`config.mk`:
```
export PLATFORM = sky130hd
export DESIGN_NAME = md5_stream_padder
export DESIGN_NICKNAME = d
export VERILOG_FILES = /design/src/rtl/md5pad_pkg.sv /design/src/rtl/md5pad_bitcount.sv /design/src/rtl/md5pad_blockbuf.sv /design/src/rtl/md5pad_seq.sv /design/src/rtl/md5_stream_padder.sv
export SDC_FILE = /design/constraint.sdc
export NUM_CORES = 1
export LEC_CHECK = 0
export ABC_CLOCK_PERIOD_IN_PS = 9090
export BUFFER_PORTS_ARGS = -buffer_cell sky130_fd_sc_hd__buf_4
export CORE_MARGIN = 10
export CORE_UTILIZATION = 65
export DETAILED_ROUTE_END_ITERATION = 7
export PLACE_DENSITY = 0.85
export SYNTH_ARGS = -nofsm -noshare
export SYNTH_HDL_FRONTEND = slang
export SYNTH_HIERARCHICAL = 1
export SYNTH_SLANG_ARGS = --single-unit
```
`constraint.sdc`:
```
create_clock -name clk -period 9.09 [get_ports clk]
set_input_delay 2.727 -clock clk [delete_from_list [all_inputs] [get_ports clk]]
set_output_delay 2.727 -clock clk [all_outputs]
set_load 0.01 [all_outputs]
```
`src/rtl/md5pad_pkg.sv`:
```
package md5pad_pkg;
  localparam int BYTE_W       = 8;
  localparam int WORD_BYTES   = 4;
  localparam int WORD_W       = BYTE_W * WORD_BYTES;
  localparam int BLK_WORDS    = 16;
  localparam int BLK_BYTES    = BLK_WORDS * WORD_BYTES;
  localparam int LEN_W        = 64;
  localparam int LEN_BYTES    = LEN_W / BYTE_W;
  localparam int LEN_START    = BLK_BYTES - LEN_BYTES;
  localparam int PTR_W        = $clog2(BLK_BYTES) + 1;
  localparam int ADDR_W       = $clog2(BLK_BYTES);
  localparam int WIDX_W       = $clog2(BLK_WORDS);
  localparam int LANE_W       = $clog2(WORD_BYTES);
  localparam int LEN_LO_WORD  = BLK_WORDS - 2;
  localparam int LEN_HI_WORD  = BLK_WORDS - 1;
  localparam logic [BYTE_W-1:0] MARK_BYTE = 8'h80;

  typedef enum logic {ST_FILL = 1'b0, ST_EMIT = 1'b1} pad_state_t;

  // Block descriptor: bytes below fill are data, mark places the 0x80
  // byte at index fill, with_len inserts the length into the last 8 bytes.
  typedef struct packed {
    logic [PTR_W-1:0] fill;
    logic             mark;
    logic             with_len;
  } blk_desc_t;

  typedef struct packed {
    blk_desc_t first;
    logic      spill;
    logic      spill_mark;
  } tail_plan_t;

  // Value of byte idx of an outgoing block, length field aside.
  function automatic logic [BYTE_W-1:0] pad_byte(
      input logic [BYTE_W-1:0] stored,
      input logic [PTR_W-1:0]  idx,
      input logic [PTR_W-1:0]  fill,
      input logic              mark);
    if (idx < fill)               return stored;
    else if (mark && idx == fill) return MARK_BYTE;
    else                          return '0;
  endfunction

  // Choose how the end of a message is laid out, given bytes used.
  function automatic tail_plan_t plan_tail(input logic [PTR_W-1:0] used);
    tail_plan_t p;
    p.first.fill = used;
    p.spill_mark = 1'b0;
    if (used < PTR_W'(LEN_START)) begin
      p.first.mark     = 1'b1;
      p.first.with_len = 1'b1;
      p.spill          = 1'b0;
    end else if (used < PTR_W'(BLK_BYTES)) begin
      p.first.mark     = 1'b1;
      p.first.with_len = 1'b0;
      p.spill          = 1'b1;
    end else begin
      p.first.mark     = 1'b0;
      p.first.with_len = 1'b0;
      p.spill          = 1'b1;
      p.spill_mark     = 1'b1;
    end
    return p;
  endfunction

  function automatic logic [WORD_W-1:0] len_word(
      input logic [LEN_W-1:0] len, input logic hi);
    return hi ? len[LEN_W-1:WORD_W] : len[WORD_W-1:0];
  endfunction
endpackage

```
`src/rtl/md5pad_bitcount.sv`:
```
module md5pad_bitcount
  import md5pad_pkg::*;
(
  input  logic             clk,
  input  logic             rst_n,
  input  logic             add_en,
  input  logic             clr,
  output logic [LEN_W-1:0] count
);
  localparam logic [LEN_W-1:0] STEP = LEN_W'(BYTE_W);

  always_ff @(posedge clk) begin
    if (!rst_n)      count <= '0;
    else if (clr)    count <= '0;
    else if (add_en) count <= count + STEP;
  end
endmodule

```
`src/rtl/md5pad_blockbuf.sv`:
```
module md5pad_blockbuf
  import md5pad_pkg::*;
(
  input  logic              clk,
  input  logic              wr_en,
  input  logic [ADDR_W-1:0] wr_ptr,
  input  logic [BYTE_W-1:0] wr_byte,
  input  logic [WIDX_W-1:0] rd_idx,
  input  blk_desc_t         desc,
  input  logic [LEN_W-1:0]  len,
  output logic [WORD_W-1:0] rd_word
);
  logic [BYTE_W-1:0] mem [BLK_BYTES];
  logic [WORD_W-1:0] raw_word;

  always_ff @(posedge clk) begin
    if (wr_en) mem[wr_ptr] <= wr_byte;
  end

  for (genvar b = 0; b < WORD_BYTES; b++) begin : g_lane
    logic [PTR_W-1:0] idx;
    assign idx = {1'b0, rd_idx, LANE_W'(b)};
    assign raw_word[b*BYTE_W +: BYTE_W] =
      pad_byte(mem[idx[ADDR_W-1:0]], idx, desc.fill, desc.mark);
  end

  always_comb begin
    if (desc.with_len && rd_idx == WIDX_W'(LEN_LO_WORD))
      rd_word = len_word(len, 1'b0);
    else if (desc.with_len && rd_idx == WIDX_W'(LEN_HI_WORD))
      rd_word = len_word(len, 1'b1);
    else
      rd_word = raw_word;
  end
endmodule

```
`src/rtl/md5pad_seq.sv`:
```
module md5pad_seq
  import md5pad_pkg::*;
(
  input  logic              clk,
  input  logic              rst_n,
  input  logic              in_valid,
  input  logic              in_last,
  input  logic              in_empty,
  input  logic              out_ready,
  output logic              in_ready,
  output logic              out_valid,
  output logic              wr_en,
  output logic [ADDR_W-1:0] wr_ptr,
  output logic [WIDX_W-1:0] rd_idx,
  output blk_desc_t         desc,
  output logic              in_fire,
  output logic              byte_fire,
  output logic              out_fire,
  output logic              blk_done,
  output logic              msg_done
);
  pad_state_t        state;
  logic [PTR_W-1:0]  ptr;
  logic [PTR_W-1:0]  fill_next;
  logic              pend;
  logic              pend_mark;
  tail_plan_t        tail;

  assign in_ready  = (state == ST_FILL);
  assign out_valid = (state == ST_EMIT);
  assign in_fire   = in_valid && in_ready;
  assign byte_fire = in_fire && !(in_last && in_empty);
  assign out_fire  = out_valid && out_ready;
  assign blk_done  = out_fire && (rd_idx == WIDX_W'(BLK_WORDS - 1));
  assign msg_done  = blk_done && desc.with_len;
  assign wr_en     = byte_fire;
  assign wr_ptr    = ptr[ADDR_W-1:0];
  assign fill_next = ptr + PTR_W'(byte_fire);
  assign tail      = plan_tail(fill_next);

  always_ff @(posedge clk) begin
    if (!rst_n) begin
      state     <= ST_FILL;
      ptr       <= '0;
      rd_idx    <= '0;
      desc      <= '0;
      pend      <= 1'b0;
      pend_mark <= 1'b0;
    end else begin
      case (state)
        ST_FILL: begin
          if (in_fire) begin
            if (in_last) begin
              state     <= ST_EMIT;
              rd_idx    <= '0;
              desc      <= tail.first;
              pend      <= tail.spill;
              pend_mark <= tail.spill_mark;
            end else if (fill_next == PTR_W'(BLK_BYTES)) begin
              state         <= ST_EMIT;
              rd_idx        <= '0;
              desc.fill     <= fill_next;
              desc.mark     <= 1'b0;
              desc.with_len <= 1'b0;
              pend          <= 1'b0;
            end else begin
              ptr <= fill_next;
            end
          end
        end
        ST_EMIT: begin
          if (out_fire) rd_idx <= rd_idx + 1'b1;
          if (blk_done) begin
            if (pend) begin
              desc.fill     <= '0;
              desc.mark     <= pend_mark;
              desc.with_len <= 1'b1;
              pend          <= 1'b0;
            end else begin
              state <= ST_FILL;
              ptr   <= '0;
            end
          end
        end
        default: state <= ST_FILL;
      endcase
    end
  end
endmodule

```
`src/rtl/md5_stream_padder.sv`:
```
module md5_stream_padder
  import md5pad_pkg::*;
(
  input  logic              clk,
  input  logic              rst_n,
  input  logic              in_valid,
  output logic              in_ready,
  input  logic [BYTE_W-1:0] in_data,
  input  logic              in_last,
  input  logic              in_empty,
  output logic              out_valid,
  input  logic              out_ready,
  output logic [WORD_W-1:0] out_data
);
  logic              wr_en;
  logic [ADDR_W-1:0] wr_ptr;
  logic [WIDX_W-1:0] word_idx;
  blk_desc_t         desc;
  logic              in_fire;
  logic              byte_fire;
  logic              out_fire;
  logic              blk_done;
  logic              msg_done;
  logic [LEN_W-1:0]  bit_cnt;

  md5pad_seq u_seq (
    .clk       (clk),
    .rst_n     (rst_n),
    .in_valid  (in_valid),
    .in_last   (in_last),
    .in_empty  (in_empty),
    .out_ready (out_ready),
    .in_ready  (in_ready),
    .out_valid (out_valid),
    .wr_en     (wr_en),
    .wr_ptr    (wr_ptr),
    .rd_idx    (word_idx),
    .desc      (desc),
    .in_fire   (in_fire),
    .byte_fire (byte_fire),
    .out_fire  (out_fire),
    .blk_done  (blk_done),
    .msg_done  (msg_done)
  );

  md5pad_bitcount u_cnt (
    .clk    (clk),
    .rst_n  (rst_n),
    .add_en (byte_fire),
    .clr    (msg_done),
    .count  (bit_cnt)
  );

  md5pad_blockbuf u_buf (
    .clk     (clk),
    .wr_en   (wr_en),
    .wr_ptr  (wr_ptr),
    .wr_byte (in_data),
    .rd_idx  (word_idx),
    .desc    (desc),
    .len     (bit_cnt),
    .rd_word (out_data)
  );
endmodule

```
After elaboration in Yosys (flattened, before gate mapping)
Memory sizes are Yosys's and may differ from the RTL's. A register that Yosys moved wholly into a read port is not among the register bits.
Cells that the tools add are included.
{ "classes": {"add_sub_neg": 3, "mux": 52, "order_cmp": 6, "n_reduce_logical": 19, "eq_ne": 15, "bitwise_logic": 2} }
{ "op_table": {"columns": ["cell", "n"], "rows": [
  ["adder 64 x 4 -> 64 bit (second input constant)", 1],
  ["two-way mux 32 bit", 2],
  ["two-way mux 8 bit", 8],
  ["two-way mux 6 bit", 8],
  ["two-way mux 9 bit", 5],
  ["two-way mux 7 bit", 5],
  ["equality test 6 x 7 -> 1 bit", 4],
  ["less-than comparator 6 x 7 -> 1 bit", 4],
  ["one-hot mux 9 bit (2 select lines)", 1],
  ["two-way mux 4 bit", 4],
  ["one-hot mux 7 bit (2 select lines)", 1],
  ["two-way mux 1 bit", 13],
  ["logical AND 1 bit", 12],
  ["!= test 2 bit (second input constant)", 5],
  ["AND reduction 3 bit", 3],
  ["equality test 4 bit (second input constant)", 2],
  ["one-hot mux 4 bit (2 select lines)", 1],
  ["adder 7 x 1 -> 7 bit", 1],
  ["equality test 7 bit (second input constant)", 1],
  ["less-than comparator 7 x 6 -> 1 bit (second input constant)", 1],
  ["less-than comparator 7 bit (second input constant)", 1],
  ["two-way mux 3 bit", 2],
  ["AND reduction 5 bit", 1],
  ["adder 4 x 1 -> 4 bit (second input constant)", 1],
  ["other kinds (7)", 10]
]} }
{ "word_totals": {"memories": 1, "regBits": 87, "ramBits": 512, "wordCells": 107, "output_inout_bits": 34} }
{ "memory_table": {"columns": ["memory", "depth", "width", "read_ports", "rd_ports_with_merged_regs", "wr", "line_no", "source"], "rows": [
  ["u_buf.mem", 64, 8, 4, 4, 1, "md5pad_blockbuf.sv:13", "logic [BYTE_W-1:0] mem [BLK_BYTES];"]
]} }

Depth between registers and ports, before layout
Gate-level depths: netlist (run 1).
{ "depth": {"depth_word": 11, "mapped_depth": 12, "mapped_depth_nobuf": 11} }

Hierarchy
The synthesis (run 1) kept the hierarchy.
{ "modules_own_cells": {"columns": ["mod", "area_each_um2", "cells_per_inst", "instances"], "rows": [
  ["md5pad_blockbuf", 20759.9, 1062, 1],
  ["md5pad_bitcount", 3016.6, 355, 1],
  ["md5pad_seq", 1318.8, 155, 1]
]} }

Least setup slack after synthesis (run 1)
No wires, ideal clock.
{ "synth_timing": {"path_type": "in2reg", "start": "input in_last", "end": "register u_seq.pend", "t_arrival_ns": 4.914, "n_path_buf": 1, "path_slack_ns": 4.105, "t_required_ns": 9.019, "path_stages": 10, "setup_time_ns": 0.071, "path_cell_list": "clkbuf_1 > a21oi_1 > ha_1 > ha_1 > nand3_2 > o21a_1 > o211ai_4 > nor2_2 > or4b_1 > a21oi_1"} }
{ "synth_between": {"elab_chain_len": 9, "elab_cells_between_ends": 12} }
{ "synth_rtl": {"columns": ["item", "line_no", "source"], "rows": [
  ["start, declared", "md5_stream_padder.sv:9", "input logic in_last,"],
  ["logical AND 1 bit *", "md5pad_seq.sv:32", "assign byte_fire = in_fire && !(in_last && in_empty);"],
  ["logical NOT 1 bit *", "md5pad_seq.sv:32", null],
  ["logical AND 1 bit *", "md5pad_seq.sv:32", null],
  ["named net byte_fire", "md5_stream_padder.sv:20", "logic byte_fire;"],
  ["adder 7 x 1 -> 7 bit *", "md5pad_seq.sv:38", "assign fill_next = ptr + PTR_W'(byte_fire);"],
  ["less-than comparator 7 x 6 -> 1 bit", "md5pad_pkg.sv:50", "if (used < PTR_W'(LEN_START)) begin"],
  ["two-way mux 3 bit", "md5pad_pkg.sv:50", null],
  ["two-way mux 1 bit", "md5pad_seq.sv:53", "if (in_last) begin"],
  ["two-way mux 1 bit", "md5pad_seq.sv:52", "if (in_fire) begin"],
  ["one-hot mux 1 bit (2 select lines)", "md5pad_seq.sv:50", "case (state)"],
  ["end signal, assigned", "md5pad_seq.sv:57", "pend <= tail.spill;"],
  ["end, declared", "md5pad_seq.sv:25", "logic pend;"]
]} }
Mark *: on every way through the listed nets, which the timed path passes. The rest lies on a longest branch. The select of a mux whose other input is x is not followed.
A chain may end at the register's enable or synchronous reset.

Worst setup path in the final report (run 1)
{ "layout_timing": {"start": "register u_seq.rd_idx[0]", "end": "output out_data[15]"} }
{ "layout_between": {"elab_chain_len": 6, "elab_cells_between_ends": 11} }
{ "layout_rtl": {"columns": ["item", "line_no", "source"], "rows": [
  ["start, declared", "md5pad_seq.sv:14", "output logic [WIDX_W-1:0] rd_idx,"],
  ["start signal, assigned", "md5pad_seq.sv:72", "if (out_fire) rd_idx <= rd_idx + 1'b1;"],
  ["parallel branches: the longest is 5 deep, another holds less-than comparator 6 x 7 -> 1 bit", null, null],
  ["two-way mux 32 bit *", "md5pad_blockbuf.sv:28", "if (desc.with_len && rd_idx == WIDX_W'(LEN_LO_WORD))"],
  ["end, declared", "md5_stream_padder.sv:13", "output logic [WORD_W-1:0] out_data"]
]} }
Mark *: on every way between the ends.

==> impl_metrics.yaml, run 1 <==
power_and_ir_drop:
  power.total_uw: 5520
  leakagePower_uw: 0.00854
  vdd_drop_max_mv: 0.148
  p_per_area_nw_per_um2: 200
yosys:
  yosysTopAreaCell: "edfxtp_1"
  synth_top_area_share: 0.613
  synth_top_family_by_area: "multiplexers"
  ys_seq_area_frac: 0.680
  async_reset_ff_frac: 0
  syn_area_um2: 25100
  ys_types: 75
  synth-edff-count: 512
  ys_warn_count: 6
  synth_ff_type: "edfxtp_1"
  synth_area_leaders: "edfxtp_1 (61%), mux4_2 (11%), dfxtp_1 (6.7%)"
  synth-compound-area-share: 0.0419
  syn_area_per_cell_um2: 16.0
  synth-seq-cells: 596
  synthAdderAreaFrac: 0.00449
  yosys.area_share.simple: 0.0902
  synth-xor-area-share: 0.0133
  syn_inst: 1572
  muxShareOfSynthArea: 0.148
die:
  initial_core_util: 0.663
  dieArea_um2: 46900
  core.rowCount: 71
  io_pins: 48
  core_area_um2: 37800
  die_w_um: 216
  die_y_um: 216
grt:
  grt_max_degree: 75
  grt_pass1_vias: 15100
  grt-ovfl-total: 0
  antenna_found_initial: 1
  grt_usage: 0.266
  grt_first_pass_wirelength_um: 95000
critical_path:
  critical_path_buf_inv_count: 2
  critPathTopFamily: "flip-flops"
  crit_type: "reg2out"
  critPathMaxFanout: 51
  required_ns: 6.36
  start_kind: "flip-flop"
  worstPathArrival_ns: 3.88
  cp_slowest_cell: "dfxtp_4"
  worst_path_most_repeated_cell: "buf_4"
  endpoint_kind: "output port"
  path_cells: "buf_4 > ha_1 > nor2b_1 > o21ai_0 > nand2_1 > nor4_1 > a311oi_1 > buf_4"
  max_stage_delay_ns: 0.99
routing:
  drt_iter0_drc: 2465
  route.detailed.drc: 0
  num_vias: 15300
  dr.pass1.iters: 8
  drtAntennaViolNets: 0
  routed_wl_um: 62700
  post_drt_via_cell_ratio: 7.08
  routedWlPerCell_um: 29.0
timing:
  min_period_over_period: 0.726
  fmax_mhz: 151
  setup_viol: 0
  worst_slew_pin_slew_ns: 1.41
  tns_ns: 0
  slew_headroom: 0.0388
  rsz0062_at_grt: "false"
  finalMaxSlewViolations: 0
  final_hold_viol_count: 0
  timing.hold.ws_ns: 0.463
  fin_worst_skew_ns: 0.0179
  min_period_ns: 6.60
clock_network:
  clkTransAtPathRegs_ns: 0.06
  post_cts_resized: 0
  cts_setup_buffers: 0
  htreeDepth: 2
  cts_buffers: 56
  clock-sinks: 596
  cts_buffer_depth: 3
  ctsRootBufferMaster: "clkbuf_16"
  clk_latency_ns: 0.60
  cts_tree: "built"
  cts_hold_buf: 0
placed_design:
  place_hpwl_um: 36600
  dp_cells: 2052
  placed_cell_area_um2: 25700
  finalWeightedCongestion: 0.923
  portBuffers: 47
status:
  status: "finished clean"
job:
  drv_cap: 0
finish:
  fill_cells: 2075
  seqCellArea_um2: 17100
  n_antenna_cell: 0
  multi_input_area_um2: 7480
  stdcell_count: 2158
  finalInstanceArea_um2: 27600
  nets: 1622
  drive_above_1_share: 0.191
  area_delta_synth_final_pct: 9.91
worst_hold_path:
  hold_class: "reg2reg"
-- worst paths after layout --
kind / from / endpoint / slack, ns / cells past startpoint
min reg2reg: u_seq/desc[7] / u_seq/desc[7] / 0.46 / 2
max: u_seq/rd_idx[0] / out_data[15] / 2.49 / 8
min: u_seq/desc[7] / u_seq/desc[7] / 0.46 / 2
max reg2reg: u_seq/rd_idx[0] / u_cnt/count[60] / 5.45 / 9
-- synth_stat cells (20+ instances only) --
cell      number
a21oi_1       60
buf_2         23
clkbuf_1      44
dfxtp_1       84
edfxtp_1     512
mux2i_1       71
mux4_2       126
nand2_1       96
nand3_1       39
nand4_1       30
nor2_1       155
o21ai_0       20
o22ai_1       29
or3_1         20
xor2_1        24
-- layout make-up --
class	instances	share of cell area
repair buffers	60	0.0168
clock buffers	67	0.0538
multi-input cells	868	0.271
well taps	511	0.0232
flip-flops and latches	596	0.619
clock inverters	39	0.0137
inverters	17	0.00231
-- state kept, by name, indices dropped and copies added (netlist names) --
register / flops
u_buf/mem: 512
u_seq/desc: 9
u_seq/ptr: 7
u_seq/pend: 1
u_seq/rd_idx: 4
u_seq/pend_mark: 1
u_cnt/count: 61
u_seq/out_valid: 1
-- routing by layer --
metal / share of wire / vias up / track usage
li1: - / 6247 / -
met1: 0.36 / 7633 / 0.353
met2: 0.48 / 1203 / 0.427
met3: 0.12 / 190 / 0.0617
met4: 0.036 / 2 / 0.0951
met5: 0.00021 / - / 0
-- through the flow --
stage / worst slack [ns] / utilization
after floorplan: 4.11 / -
after global placement: 3.16 / 0.680
after global routing: 2.13 / 0.729
after CTS: 2.46 / 0.729
after detailed placement: 3.13 / 0.680
final: 2.49 / 0.729
-- power by group --
group / internal, µW / leakage, µW / switching [µW]
Combinational: 61.6 / 0.00235 / 113
Clock: 1360 / 0.000898 / 998
Sequential: 2970 / 0.00528 / 12.1
Total: 4390 / 0.00854 / 1120
-- worst reg2reg max path: cells and delay by family (launching register included) --
| kind | cells | cell delay [ns] |
|---|---|---|
| flops | 1 | 0.99 |
| fa+ha+maj | 1 | 0.30 |
| buf+inv | 2 | 1.24 |
| simple gates | 6 | 1.02 |
-- cell usage in the layout, fill, tap and decap left out, types with 4 or more instances in the layout --
cell        count
nor2b_1         9
a21oi_1        60
clkinv_1       15
or4_1          12
inv_1          17
nand4b_1        4
o22ai_1        29
clkinv_2        8
dfxtp_1        80
edfxtp_1      512
mux2_2         14
xor2_1         24
nor3_1         12
buf_4          59
o211ai_1        4
o31ai_1        12
clkbuf_1        8
ha_1            9
nand4_1        30
nand2b_1        6
mux4_2        126
clkbuf_16      57
or3_1          20
bufinv_16       7
a211oi_1        8
nand3_1        39
nand2_1        96
mux2i_1        71
and3_1         14
clkinvlp_4      5
o21ai_0        20
nor2_1        155
xnor2_1        14
nor4_1          9
-- logic make-up (layout without fill, tap and decap cells) --
family	after synthesis	count (layout)
flops	596	596
simple gates	443	443
mux	211	211
compound gates	164	164
buf+inv	110	183
xor+xnor	38	38
fa+ha+maj	9	9
other cells	1	3
No activity file was read; power rests on OpenSTA's default activity.
==> run 2, diff against run 1 <==
- ABC_CLOCK_PERIOD_IN_PS: 9090 -> 6500
- CORE_UTILIZATION: 65 -> 63
- PLACE_DENSITY: 0.85 -> 0.83
- clock period: 9.09 -> 6.5 ns (I/O delays scaled with it)
==> impl_metrics.yaml, run 2 (synthesis results as in run 1) <==
timing:
  worst_slew_pin_slew_ns: 1.15
  fmax_mhz: 181
  slew_headroom: 0.232
  min_period_ns: 5.51
  rsz0062_at_grt: "false"
  min_period_over_period: 0.848
  final_hold_viol_count: 0
  finalMaxSlewViolations: 0
  timing.hold.ws_ns: 0.464
  setup_viol: 0
  tns_ns: 0
  fin_worst_skew_ns: 0.0165
finish:
  layout_common_cells: "edfxtp_1 (512), nor2_1 (155), mux4_2 (126), nand2_1 (96), dfxtp_1 (80)"
  largestRegisters: "u_buf/mem: 512 flops, u_cnt/count: 61 flops, u_seq/desc: 9 flops"
  n_antenna_cell: 0
  stdcell_count: 2177
  drive_above_1_share: 0.194
  top_register: "u_buf/mem"
  largest_reg_flops: 512
  nets: 1630
  final_common_cell: "edfxtp_1"
  fill_cells: 2373
  area_delta_synth_final_pct: 10.1
die:
  dieArea_um2: 48200
  die_y_um: 220
  io_pins: 48
  core.rowCount: 73
  core_area_um2: 39500
  initial_core_util: 0.635
  die_w_um: 220
placed_design:
  portBuffers: 47
  finalWeightedCongestion: 0.914
  dp_cells: 2072
  place_hpwl_um: 37200
clock_network:
  clk_latency_ns: 0.61
  cts_hold_buf: 0
  htreeDepth: 2
  cts_tree: "built"
  post_cts_resized: 0
  cts_buffers: 58
  cts_setup_buffers: 0
  clock-sinks: 596
  ctsRootBufferMaster: "clkbuf_16"
  cts_buffer_depth: 3
  clkTransAtPathRegs_ns: 0.06
grt:
  grt_first_pass_wirelength_um: 93400
  antenna_found_initial: 0
  grt_pass1_vias: 15000
  grt_max_degree: 65
  grt_usage: 0.259
  grt-ovfl-total: 0
worst_hold_path:
  whs_endpoint: "u_seq/desc[5]"
  hold_class: "reg2reg"
  hold_start: "u_seq/desc[5]"
  whs_path_depth: 2
power_and_ir_drop:
  vdd_drop_max_mv: 0.186
  power.total_uw: 7710
  leakagePower_uw: 0.00857
  p_per_area_nw_per_um2: 279
routing:
  route.detailed.drc: 0
  routed_wl_um: 61800
  drt_iter0_drc: 2206
  dr.pass1.iters: 6
  routedWlPerCell_um: 28.4
  num_vias: 15100
  drtAntennaViolNets: 0
  post_drt_via_cell_ratio: 6.95
critical_path:
  r2r_slack_ns: 2.91
  critPathMaxFanout: 40
  cp_slowest_cell: "dfxtp_2"
  critical_path_buf_inv_count: 1
  critPathTopFamily: "flip-flops"
  start_kind: "flip-flop"
  crit_cells: 7
  endpoint_kind: "output port"
  required_ns: 4.55
  r2r_cells: 9
  worstPathArrival_ns: 3.56
  max_stage_delay_ns: 0.91
  path_cells: "ha_1 > a211oi_1 > or3_1 > and2_1 > o21ai_1 > o22ai_1 > buf_4"
  crit_type: "reg2out"
  reg2reg_to: "u_cnt/count[60]"
  r2r-start: "u_seq/rd_idx[0]"
job:
  drv_cap: 0
status:
  status: "finished clean"
[run 2: cell count changes in the layout (fill, tap and decap cells not counted), moves of 4 or more]
| cell | previous run | this run |
|---|---|---|
| clkinv_1 | 15 | 9 |
| clkbuf_1 | 8 | 12 |
| clkinv_2 | 8 | 12 |
| buf_4 | 59 | 64 |
[run 2: worst min-delay path, cell delays in order (launching register included)]
cell and delay [ns]:
dfxtp_1 0.31, nand2_1 0.05, mux2i_1 0.05
[run 2: final cells by class]
type                    instances  area (µm²)  area share
flip-flops and latches        596       17100       0.618
repair buffers                 66         520      0.0188
multi-input cells             868        7480       0.271
clock inverters                34         329      0.0119
clock buffers                  71        1520      0.0550
well taps                     525         657      0.0238
inverters                      17        63.8     0.00231
[run 2: per-layer routing]
| layer | share of wire | vias to the layer above | track usage |
|---|---|---|---|
| met1 | 0.37 | 7648 | 0.337 |
| met5 | 0 | - | 0 |
| met3 | 0.10 | 182 | 0.0525 |
| li1 | - | 6249 | - |
| met4 | 0.038 | 0 | 0.102 |
| met2 | 0.49 | 1054 | 0.426 |
[run 2: how the worst max path moves through the flow]
stage                              end       startpoint  slack [ns]
after floorplan             u_seq/pend          in_last        2.29
after global placement     out_data[1]  u_seq/rd_idx[0]        1.80
after detailed placement  u_seq/ptr[0]         in_valid        1.73
after CTS                 out_data[23]  u_seq/rd_idx[0]        0.96
after global routing      out_data[23]  u_seq/rd_idx[0]        0.86
final                     out_data[26]  u_seq/rd_idx[3]        0.99
[run 2: power by group]
group	switching, µW	internal (µW)
clock	1400	1900
sequential	14.9	4150
combinational	157	87.5
total	1570	6140
[run 2: through the flow]
stage               worst slack (ns)  instance area, µm²  utilization
floorplan                       2.29               25100            -
global placement                1.80               25800        0.652
detailed placement              1.73               25800        0.652
CTS                            0.962               27600        0.699
global route                   0.861               27600        0.699
finish                         0.987               27600        0.699
